**src/rtl/flash_cmd_fsm.sv**
```systemverilog
module flash_cmd_fsm #(
  parameter int AW        = 17,
  parameter int DW        = 16,
  parameter int PROG_CYC  = 24,
  parameter int ERASE_CYC = 64
) (
  input  logic          clk,
  input  logic          por_n,
  input  logic          halt_n,
  input  logic          hv_override,
  input  logic          wr_en,
  input  logic [AW-1:0] wr_addr,
  input  logic [DW-1:0] wr_data,
  input  logic          rd_en,
  input  logic [AW-1:0] rd_addr,
  output logic [DW-1:0] rd_data,
  output logic          rd_oe,
  output logic          busy,
  output logic [AW-1:0] arr_addr,
  input  logic [DW-1:0] arr_rdata,
  output logic          arr_prog,
  output logic [DW-1:0] arr_wdata,
  output logic          arr_erase,
  output logic [3:0]    arr_erase_sel
);
  localparam int MAXC = (PROG_CYC > ERASE_CYC) ? PROG_CYC : ERASE_CYC;
  localparam int CW   = $clog2(MAXC + 1);
  localparam logic [CW-1:0] PCNT = CW'(PROG_CYC);
  localparam logic [CW-1:0] ECNT = CW'(ERASE_CYC);

  typedef enum logic [2:0] {ST_IDLE, ST_U1, ST_U2, ST_PDAT, ST_E1, ST_E2, ST_E3} st_t;

  st_t           st;
  logic          id_mode, lock_q, op_erase, tog;
  logic [CW-1:0] cnt;
  logic [AW-1:0] tgt_addr;
  logic [DW-1:0] tgt_data;
  logic [3:0]    esel;
  logic [DW-1:0] rval;

  wire [7:0] lo       = wr_data[7:0];
  wire       at_5555  = wr_addr == AW'(17'h05555);
  wire       at_2aaa  = wr_addr == AW'(17'h02AAA);
  wire       restart  = at_5555 && lo == 8'hAA;
  wire       protect  = lock_q && !hv_override;
  wire       wr_boot  = wr_addr < AW'(17'h02000);
  wire [4:0] sec_code = wr_addr[AW-1:AW-5];
  wire       wr_ok    = wr_en && halt_n && !busy;
  wire       commit   = halt_n && cnt == CW'(1);

  assign busy          = cnt != '0;
  assign arr_prog      = commit && !op_erase;
  assign arr_erase     = commit && op_erase;
  assign arr_erase_sel = esel;
  assign arr_addr      = busy ? tgt_addr : rd_addr;
  assign arr_wdata     = arr_rdata & tgt_data;
  assign rd_oe         = rd_en && halt_n;
  assign rd_data       = rd_oe ? rval : '0;

  always_comb begin
    rval = '0;
    if (busy) begin
      rval[7] = op_erase ? 1'b0 : ~tgt_data[7];
      rval[6] = tog;
    end else if (id_mode) begin
      if (rd_addr == '0)            rval = DW'(16'h001F);
      else if (rd_addr == AW'(1))   rval = DW'(16'h0082);
      else if (rd_addr == AW'(2))   rval[0] = lock_q;
    end else begin
      rval = arr_rdata;
    end
  end

  always_ff @(posedge clk) begin
    if (!por_n) begin
      st <= ST_IDLE; id_mode <= 1'b0; lock_q <= 1'b0; op_erase <= 1'b0;
      tog <= 1'b0; cnt <= '0; tgt_addr <= '0; tgt_data <= '0; esel <= '0;
    end else if (!halt_n) begin
      st <= ST_IDLE; id_mode <= 1'b0; tog <= 1'b0; cnt <= '0;
    end else begin
      if (busy) cnt <= cnt - CW'(1);
      if (busy && rd_en) tog <= ~tog;
      if (wr_ok) begin
        st <= restart ? ST_U1 : ST_IDLE;
        case (st)
          ST_IDLE: if (!restart && lo == 8'hF0) id_mode <= 1'b0;
          ST_U1: begin
            if (at_2aaa && lo == 8'h55) st <= ST_U2;
            else if (lo == 8'hF0) id_mode <= 1'b0;
          end
          ST_U2: begin
            if (at_5555 && lo == 8'hA0)      st <= ST_PDAT;
            else if (at_5555 && lo == 8'h80) st <= ST_E1;
            else if (at_5555 && lo == 8'h90) id_mode <= 1'b1;
            else if (lo == 8'hF0)            id_mode <= 1'b0;
          end
          ST_PDAT: begin
            st <= ST_IDLE;
            if (!(wr_boot && protect)) begin
              cnt <= PCNT; op_erase <= 1'b0; tgt_addr <= wr_addr; tgt_data <= wr_data;
            end
          end
          ST_E1: begin
            if (restart) st <= ST_E2;
            else if (lo == 8'hF0) id_mode <= 1'b0;
          end
          ST_E2: begin
            if (at_2aaa && lo == 8'h55) st <= ST_E3;
            else if (lo == 8'hF0) id_mode <= 1'b0;
          end
          ST_E3: begin
            if (at_5555 && lo == 8'h10) begin
              if (!protect) begin
                cnt <= ECNT; op_erase <= 1'b1; esel <= 4'b1111; tgt_data <= '0;
              end
            end else if (at_5555 && lo == 8'h40) begin
              lock_q <= 1'b1;
            end else if (lo == 8'h30) begin
              tgt_data <= '0;
              tgt_addr <= wr_addr;
              case (sec_code)
                5'h03: begin cnt <= ECNT; op_erase <= 1'b1; esel <= 4'b0010; end
                5'h05: begin cnt <= ECNT; op_erase <= 1'b1; esel <= 4'b0100; end
                5'h1F: begin
                  cnt <= ECNT; op_erase <= 1'b1;
                  esel <= protect ? 4'b1000 : 4'b1001;
                end
                default: ;
              endcase
            end else if (lo == 8'hF0) id_mode <= 1'b0;
          end
          default: st <= ST_IDLE;
        endcase
      end
    end
  end


  commit_in_busy_chk: assert property (@(posedge clk) disable iff (!por_n)
    (arr_prog || arr_erase) |-> busy);

  commit_ends_op_chk: assert property (@(posedge clk) disable iff (!por_n)
    (arr_prog || arr_erase) |=> !busy);

  halt_abort_chk: assert property (@(posedge clk) disable iff (!por_n)
    !halt_n |=> !busy);

  lock_sticky_chk: assert property (@(posedge clk) disable iff (!por_n)
    lock_q |=> lock_q);

  halt_float_chk: assert property (@(posedge clk) disable iff (!por_n)
    !halt_n |-> !rd_oe);
endmodule

```
**config.mk**
```make
export PLATFORM = sky130hd
export DESIGN_NAME = flash_cmd_fsm
export DESIGN_NICKNAME = d
export VERILOG_FILES = /design/src/rtl/flash_cmd_fsm.sv
export SDC_FILE = /design/constraint.sdc
export NUM_CORES = 1
export LEC_CHECK = 0
export BUFFER_PORTS_ARGS = -buffer_cell sky130_fd_sc_hd__buf_2
export CAP_MARGIN = 20
export CORE_AREA = 10 10 110 112
export CTS_BUF_LIST = sky130_fd_sc_hd__clkbuf_4
export DETAILED_ROUTE_END_ITERATION = 8
export DIE_AREA = 0 0 120 122
export PLACE_DENSITY = 0.53
export SLEW_MARGIN = 20
export SYNTH_ARGS = -nofsm -noshare
export SYNTH_HDL_FRONTEND = slang
export SYNTH_SLANG_ARGS = --single-unit
```
**constraint.sdc**
```tcl
create_clock -name clk -period 4 [get_ports clk]
set_input_delay 0.6 -clock clk [delete_from_list [all_inputs] [get_ports clk]]
set_output_delay 0.6 -clock clk [all_outputs]
set_load 0.1 [all_outputs]
```
After elaboration in Yosys (flattened, before gate mapping)
Cells that the tools add are included.
- word-level logic and storage cells: 154
- flip-flop bits (word level): 51
- eq/ne operators: 39
- reductions and logical operators: 38
- order comparisons: 1
- bitwise logic cells: 4
- multiplexer cells: 62
- $add $sub $neg: 1
- operator list (operator ; number):
    $mux W16 ; 7
    $mux W17 ; 5
    $mux W7 ; 9
    $eq A8 B8 Y1 const B ; 5
    $pmux W17 S2 ; 1
    $pmux W16 S2 ; 1
    $ne A2 B2 Y1 const B ; 12
    $mux W1 ; 21
    $reduce_and A7 Y1 ; 3
    $eq A17 B1 Y1 const B ; 1
    $eq A17 B14 Y1 const B ; 1
    $eq A17 B15 Y1 const B ; 1
    $eq A17 B2 Y1 const B ; 1
    $logic_and A1 B1 Y1 ; 17
    $logic_not A17 Y1 ; 1
    $lt A17 B14 Y1 const B ; 1
    $and A16 B16 Y16 ; 1
    $eq A8 B7 Y1 const B ; 2
    $mux W4 ; 4
    $mux W8 ; 2
    $pmux W3 S5 ; 1
    $pmux W7 S2 ; 1
    $mux W3 ; 4
    $ne A3 B3 Y1 const B ; 4
    28 further kinds ; 39

Logic depth before layout (Yosys ltp)
Gate-level depths: netlist of run 1.
- depth after elaboration: 8
- depth in mapped cells: 10

Worst setup path before layout of run 1
OpenSTA, ideal clock, no wires.
- path type: input to output
- start point: input rd_en
- end point: output rd_data[2]
- cell stages on the path: 4
- data required time: 3400 ps
- buffers on the path: 1
- arrival time: 3198 ps
- slack: 202 ps
- cells stage by stage: and2_1 > clkbuf_1 > nand3_1 > nor2_1
- cells in the longest elaborated chain, start to end: 2
- ends and longest elaborated chain (element ; RTL line ; RTL):
    from (decl) ; 14 ; input logic rd_en,
    $logic_and A1 B1 Y1 ; 57 ; assign rd_oe = rd_en && halt_n;
    via rd_oe ; 17 ; output logic rd_oe,
    $mux W16 ; 58 ; assign rd_data = rd_oe ? rval : '0;
    to (decl) ; 16 ; output logic [DW-1:0] rd_data,
The timed path passes the listed nets, and every way through them passes these cells.

Worst setup path in the final report of run 1
- start point: register cnt[2]
- end point: output rd_data[14]
- cells in the longest elaborated chain, start to end: 3
- ends and longest elaborated chain (element ; RTL line ; RTL):
    from (decl) ; 35 ; logic [CW-1:0] cnt;
    from (signal assigned) ; 81 ; if (busy) cnt <= cnt - CW'(1);
    $reduce_bool A7 Y1 ; 51 ; assign busy = cnt != '0;
    $mux W8 ; 62 ; if (busy) begin
    $mux W16 ; 58 ;
Every way passes these cells.

==> qor.csv, run 1 <==
metric,value,unit
clk_pin_slew,0.16,ns
ys_seq_area_frac,0.319,
crit_chain,nor4_2 -> nor2b_1 -> and2_1 -> nand2_1 -> nor2_1 -> and2_1 -> buf_2,
power_density,494,nW/um^2
htree_levels,2,
worstPathRequired,3.40,ns
r2r_start,cnt[0],
fmax,295,MHz
slew_viol_final,0,
finalHoldViolations,0,
synthCells,401,
post_cts_resized,0,
dpl_cell_area,3980,sq um
syn2layout_area_growth,26.7,%
min_period,3.38,ns
place_congestion,0.865,
cp_common_cell,and2_1,
leakagePower,1.95,nW
reg2reg_slack,1.68,ns
clkLatencyLatePin,0.38,ns
synth.cell_area,3200,sq um
first_pass_iters,4,
slew_headroom,0.600,
synth_edf_count,0,
reg2reg_to,tgt_data[13],
nFillCells,1091,
numCtsBuffers,5,
p_total,2.00,mW
worstSetupStartpointType,flip-flop,
finalCritPeriodShare,0.846,
tightest_slew,0.596,ns
endpoint,rd_data[14],
antenna_found_initial,1,
cp_num_buf_inv,1,
status,finished clean,
overflow,0,
synth_top_flop_cell,dfxtp_1,
ir_drop,272,uV
async_flop_share,0,
die_w,120,microns
crit_type,reg -> out,
die-area,14600,sq um
yosysWarnings,0,
critPathMaxStageDelay,0.46,ns
setup_viol,0,
synth_nets,476,
drc,0,
clock_path_buffers,2,
place_hpwl,8890,microns
fin_tns_setup,0,ns
cts_setup_buffers,0,
cp_slowest_cell,nor2_1,
stdcell_area,4050,sq um
grt_max_degree,51,
synth_cell_types,58,
io_pins,129,
finalWirelength,11100,microns
drt_iter0_markers,213,
ys_ff_latch,51,
worstPathArrival,2.78,ns
drive_gt1_frac,0.305,
std_cell_rows,37,
clock-sinks,51,
setup.worst_path.start,cnt[2],
grt_pass1_vias,3303,
fin_skew,0.0130,ns
die_h,122,microns
ant_nets,0,
cts_tree,yes,
cp.depth,7,
core_area,10000,sq um
avgSynthCellArea,7.97,sq um
grt_pass1_wl,17700,microns
hp-class,in -> reg,
cap_violations,0,
routed_via_density,5.02,
worst_setup_path_end_kind,output port,
via_count,3305,
post_drt_wl_per_cell,16.9,microns
start_util,0.318,
cp_max_fo,9,
nets,596,
io_buffer_count,128,
hold_buffers,0,
grt_usage,0.147,
cts-root-buf,clkbuf_4,
r2r.worst_path.cells,7,
rsz0062_at_grt,no,
cp_top_family,simple AND/OR/NAND/NOR gates,
layout by cell type (no fill, tap or decap), types with 3 or more instances in the layout:
cell      count
buf_2       126
nand2_1      77
dfxtp_1      51
and2_1       29
nor2_1       27
nor2b_1      22
mux2i_1      22
nand3_1      18
nand4_1      15
nor3_1       10
a21oi_1       9
a32o_1        8
inv_1         7
nor4bb_1      7
nor4_1        6
xnor2_1       6
and3_1        5
clkbuf_4      5
o21ai_0       4
buf_4         4
nand2b_1      3
and4bb_2      3
a211o_1       3
or3_1         3
nand4b_1      3
ha_1          3
cells in the mapped netlist (5+ instances only):
cell      number  area, sq um
nand2_1       77          289
dfxtp_1       51         1020
and2_1        29          181
nor2_1        27          101
mux2i_1       22          220
nor2b_1       22          138
nand3_1       18         90.1
nand4_1       15         93.8
clkbuf_1      13         48.8
nor3_1        10         50.1
a21oi_1        9         45.0
a32o_1         8         80.1
inv_1          7         26.3
nor4bb_1       7         70.1
buf_4          6         45.0
nor4_1         6         37.5
xnor2_1        6         52.6
and3_1         5         31.3
state kept, by name, indices dropped and copies added (netlist names):
| register | flops |
|---|---|
| arr_erase_sel | 4 |
| op_erase | 1 |
| cnt | 7 |
| tgt_data | 16 |
| tgt_addr | 17 |
| tog | 1 |
| lock_q | 1 |
| id_mode | 1 |
| st | 3 |
where the power goes:
part | switching [mW] | total [mW] | internal, mW
logic | 0.979 | 1.21 | 0.236
clock network | 0.173 | 0.241 | 0.0675
registers | 0.0186 | 0.544 | 0.526
cells by family after synthesis:
group | share of synthesized area
AO/OA/AOI/OAI | 0.0955
AND/OR/NAND/NOR | 0.442
flip-flops | 0.319
multiplexers | 0.0689
buffers and inverters | 0.0403
adder cells (fa/ha/maj) | 0.0117
XOR/XNOR | 0.0219
metal layers:
metal | up-vias | share of wire | track usage
met5 | - | 0 | 0
met4 | 0 | 0.0094 | 0.0339
met3 | 7 | 0.057 | 0.0291
met2 | 99 | 0.50 | 0.252
met1 | 1535 | 0.43 | 0.185
li1 | 1664 | - | -
area by class of cell:
class	count	area, sq um	share of cell area
Multi-Input combinational cell	322	2060	0.507
Sequential cell	51	1020	0.252
Timing Repair Buffer	133	714	0.176
Tap cell	136	170	0.0420
Clock buffer	5	37.5	0.00926
Inverter	8	30.0	0.00741
Clock inverter	3	20.0	0.00494
Antenna cell	1	2.50	0.000618
through the flow:
stage	hold slack, ns	std cells	util	setup slack [ns]
3_3_place_gp	0.437	649	0.396	0.960
5_1_grt	0.435	659	0.403	0.316
2_1_floorplan	0.428	401	-	0.202
6_report	0.447	659	0.403	0.616
3_5_place_dp	0.444	649	0.396	1.00
4_1_cts	0.436	657	0.402	0.556
worst min-delay path by stage:
stage	start	end	slack (ns)	cells past startpoint
2_1_floorplan	tgt_data[0]	tgt_data[0]	0.43	2
3_3_place_gp	arr_erase_sel[3]	arr_erase_sel[3]	0.44	2
3_5_place_dp	arr_erase_sel[3]	arr_erase_sel[3]	0.44	2
4_1_cts	wr_data[8]	tgt_data[8]	0.44	2
5_1_grt	wr_data[9]	tgt_data[9]	0.43	2
6_report	wr_data[8]	tgt_data[8]	0.45	2
Power figures use the tool's default switching activity.
==> run 2: changes to the inputs <==
--- a/config.mk
+++ b/config.mk
@@ -11,7 +11,7 @@
 export CTS_BUF_LIST = sky130_fd_sc_hd__clkbuf_4
 export DETAILED_ROUTE_END_ITERATION = 8
 export DIE_AREA = 0 0 120 122
-export PLACE_DENSITY = 0.53
+export PLACE_DENSITY = 0.55
 export SLEW_MARGIN = 20
 export SYNTH_ARGS = -nofsm -noshare
 export SYNTH_HDL_FRONTEND = slang
==> constraint.sdc (replaced) <==
create_clock -name clk -period 2.8 [get_ports clk]
set_input_delay 0.42 -clock clk [delete_from_list [all_inputs] [get_ports clk]]
set_output_delay 0.42 -clock clk [all_outputs]
set_load 0.1 [all_outputs]
==> run 2 against run 1 <==
  * First-iteration DRC count is 5.6% higher
  * Sequential power is 44% higher
  * Total power is 52% higher
  * Largest power group unchanged
==> qor.csv, run 2 (synthesis gave the netlist of run 1 again) <==
metric,value,unit
largest_register_ffs,17,
nets,602,
finalCritPeriodShare,0.967,
slew_headroom,0.557,
worstSetupStartpointType,flip-flop,
finalHoldViolations,0,
slew_viol_final,0,
drive_gt1_frac,0.356,
overflow,0,
power_frac_clock,0.116,
cp_max_fo,19,
p_total,3.05,mW
place_congestion,0.842,
seq_power_share,0.257,
worst_setup_path_end_kind,output port,
start_util,0.318,
clock_path_buffers,2,
core_area,10000,sq um
ir_drop,352,uV
crit_chain,nor4_4 -> nor2b_4 -> and2_4 -> clkinv_1 -> buf_6 -> a21oi_1 -> o21a_1 -> buf_12,
clock-sinks,51,
tightest_slew,0.656,ns
die-area,14600,sq um
first_pass_iters,4,
mostFrequentLayoutCell,buf_2,
via_count,3346,
r2r_start,cnt[0],
hold_path_startpoint,wr_data[11],
status,finished clean,
syn2layout_area_growth,37.0,%
crit_type,reg -> out,
cap_violations,0,
grt_pass1_wl,17100,microns
place_hpwl,8940,microns
finalWirelength,11000,microns
internal-power,1.33,mW
die_h,122,microns
cts-root-buf,clkbuf_4,
worstPathRequired,2.38,ns
power_density,696,nW/um^2
rsz0062_at_grt,yes,
post_drt_wl_per_cell,16.5,microns
cts_tree,yes,
clkLatencyLatePin,0.38,ns
mostFrequentLayoutCells,"110 x buf_2, 68 x nand2_1, 48 x dfxtp_1, 28 x and2_1, 22 x mux2i_1",
hp-class,in -> reg,
fmax,369,MHz
reg2reg_slack,0.57,ns
grt_usage,0.141,
htree_levels,2,
antenna_found_initial,0,
fin_skew,0.0189,ns
swShare,0.564,
std_cell_rows,37,
io_pins,129,
numCtsBuffers,5,
ant_nets,0,
drt_iter0_markers,225,
grt_pass1_vias,3224,
drc,0,
critPathMaxStageDelay,0.37,ns
leakagePower,2.04,nW
grt_max_degree,42,
cp_num_buf_inv,3,
setup.worst_path.start,cnt[4],
routed_via_density,5.04,
n_antenna_cell,0,
worstPathArrival,2.29,ns
io_buffer_count,128,
utilization,0.436,
die_w,120,microns
reg_top3,"tgt_addr: 17 flops, tgt_data: 16 flops, cnt: 7 flops",
setup_viol,0,
min_period,2.71,ns
power.net_switching,1.72,mW
clk_pin_slew,0.16,ns
top_register,tgt_addr,
cp_top_family,simple AND/OR/NAND/NOR gates,
power_frac_comb,0.627,
cp_slowest_cell,dfxtp_2,
## run 2: cell count changes in the layout (fill, tap and decap cells not counted), sizes merged
| cell | delta |
|---|---|
| buf | +5 |
| clkbuf | +2 |
| clkinvlp | -1 |
| diode | -1 |
## run 2: final cells by class
type | count | area [sq um]
Sequential cell | 51 | 1020
Multi-Input combinational cell | 322 | 2130
Fill cell | 1051 | 5670
Tap cell | 136 | 170
Inverter | 8 | 30.0
Clock inverter | 2 | 12.5
Clock buffer | 6 | 45.0
Timing Repair Buffer | 139 | 972
## run 2: timing repair
action,4_1_cts,5_1_grt
endpoints found under the setup margin,32,31
pin swaps,0,2
gates resized for setup,8,7
setup buffers,0,1
endpoints found under the hold margin,0,0
hold buffers,0,0
## run 2: worst reg2reg max path: cells and delay by family, from the launching register on
kind                     cells  cell delay [ns]
AND/OR/NAND/NOR              4             0.82
adder cells (fa/ha/maj)      1             0.18
AO/OA/AOI/OAI                2             0.65
flip-flops                   1             0.36
buffers and inverters        1             0.12
## run 2: worst paths after layout
check / to / cells after the start
setup / recovery: rd_data[7] / 8
hold / removal: tgt_data[11] / 2
setup reg to reg: arr_erase_sel[0] / 8
hold reg to reg: arr_erase_sel[3] / 2
## run 2: stage by stage
stage / setup WS [ns] / hold WS, ns / cells / TNS [ns] / instance area, sq um
2_1_floorplan: -0.0914 / 0.428 / 401 / -0.183 / 3240
3_3_place_gp: 0.232 / 0.433 / 655 / 0 / 4270
3_5_place_dp: 0.165 / 0.436 / 655 / 0 / 4270
4_1_cts: 0.00363 / 0.249 / 663 / 0 / 4350
5_1_grt: -0.0196 / 0.242 / 664 / -0.0348 / 4380
6_report: 0.0930 / 0.257 / 664 / 0 / 4380
## run 2: power by group through the flow
stage          Clock [mW]  Sequential (mW)  Combinational (mW)
2_1_floorplan           0            0.783                1.45
3_3_place_gp            0            0.793                1.86
3_5_place_dp            0            0.794                1.86
4_1_cts             0.364            0.783                1.89
5_1_grt             0.393            0.788                2.01
6_report            0.352            0.784                1.91
## run 2: metal layers
metal | up-vias | wire (microns) | track usage
li1 | 1674 | - | -
met1 | 1550 | 4760 | 0.177
met2 | 109 | 5300 | 0.236
met3 | 13 | 748 | 0.0384
met4 | 0 | 148 | 0.0354
met5 | - | 0 | 0
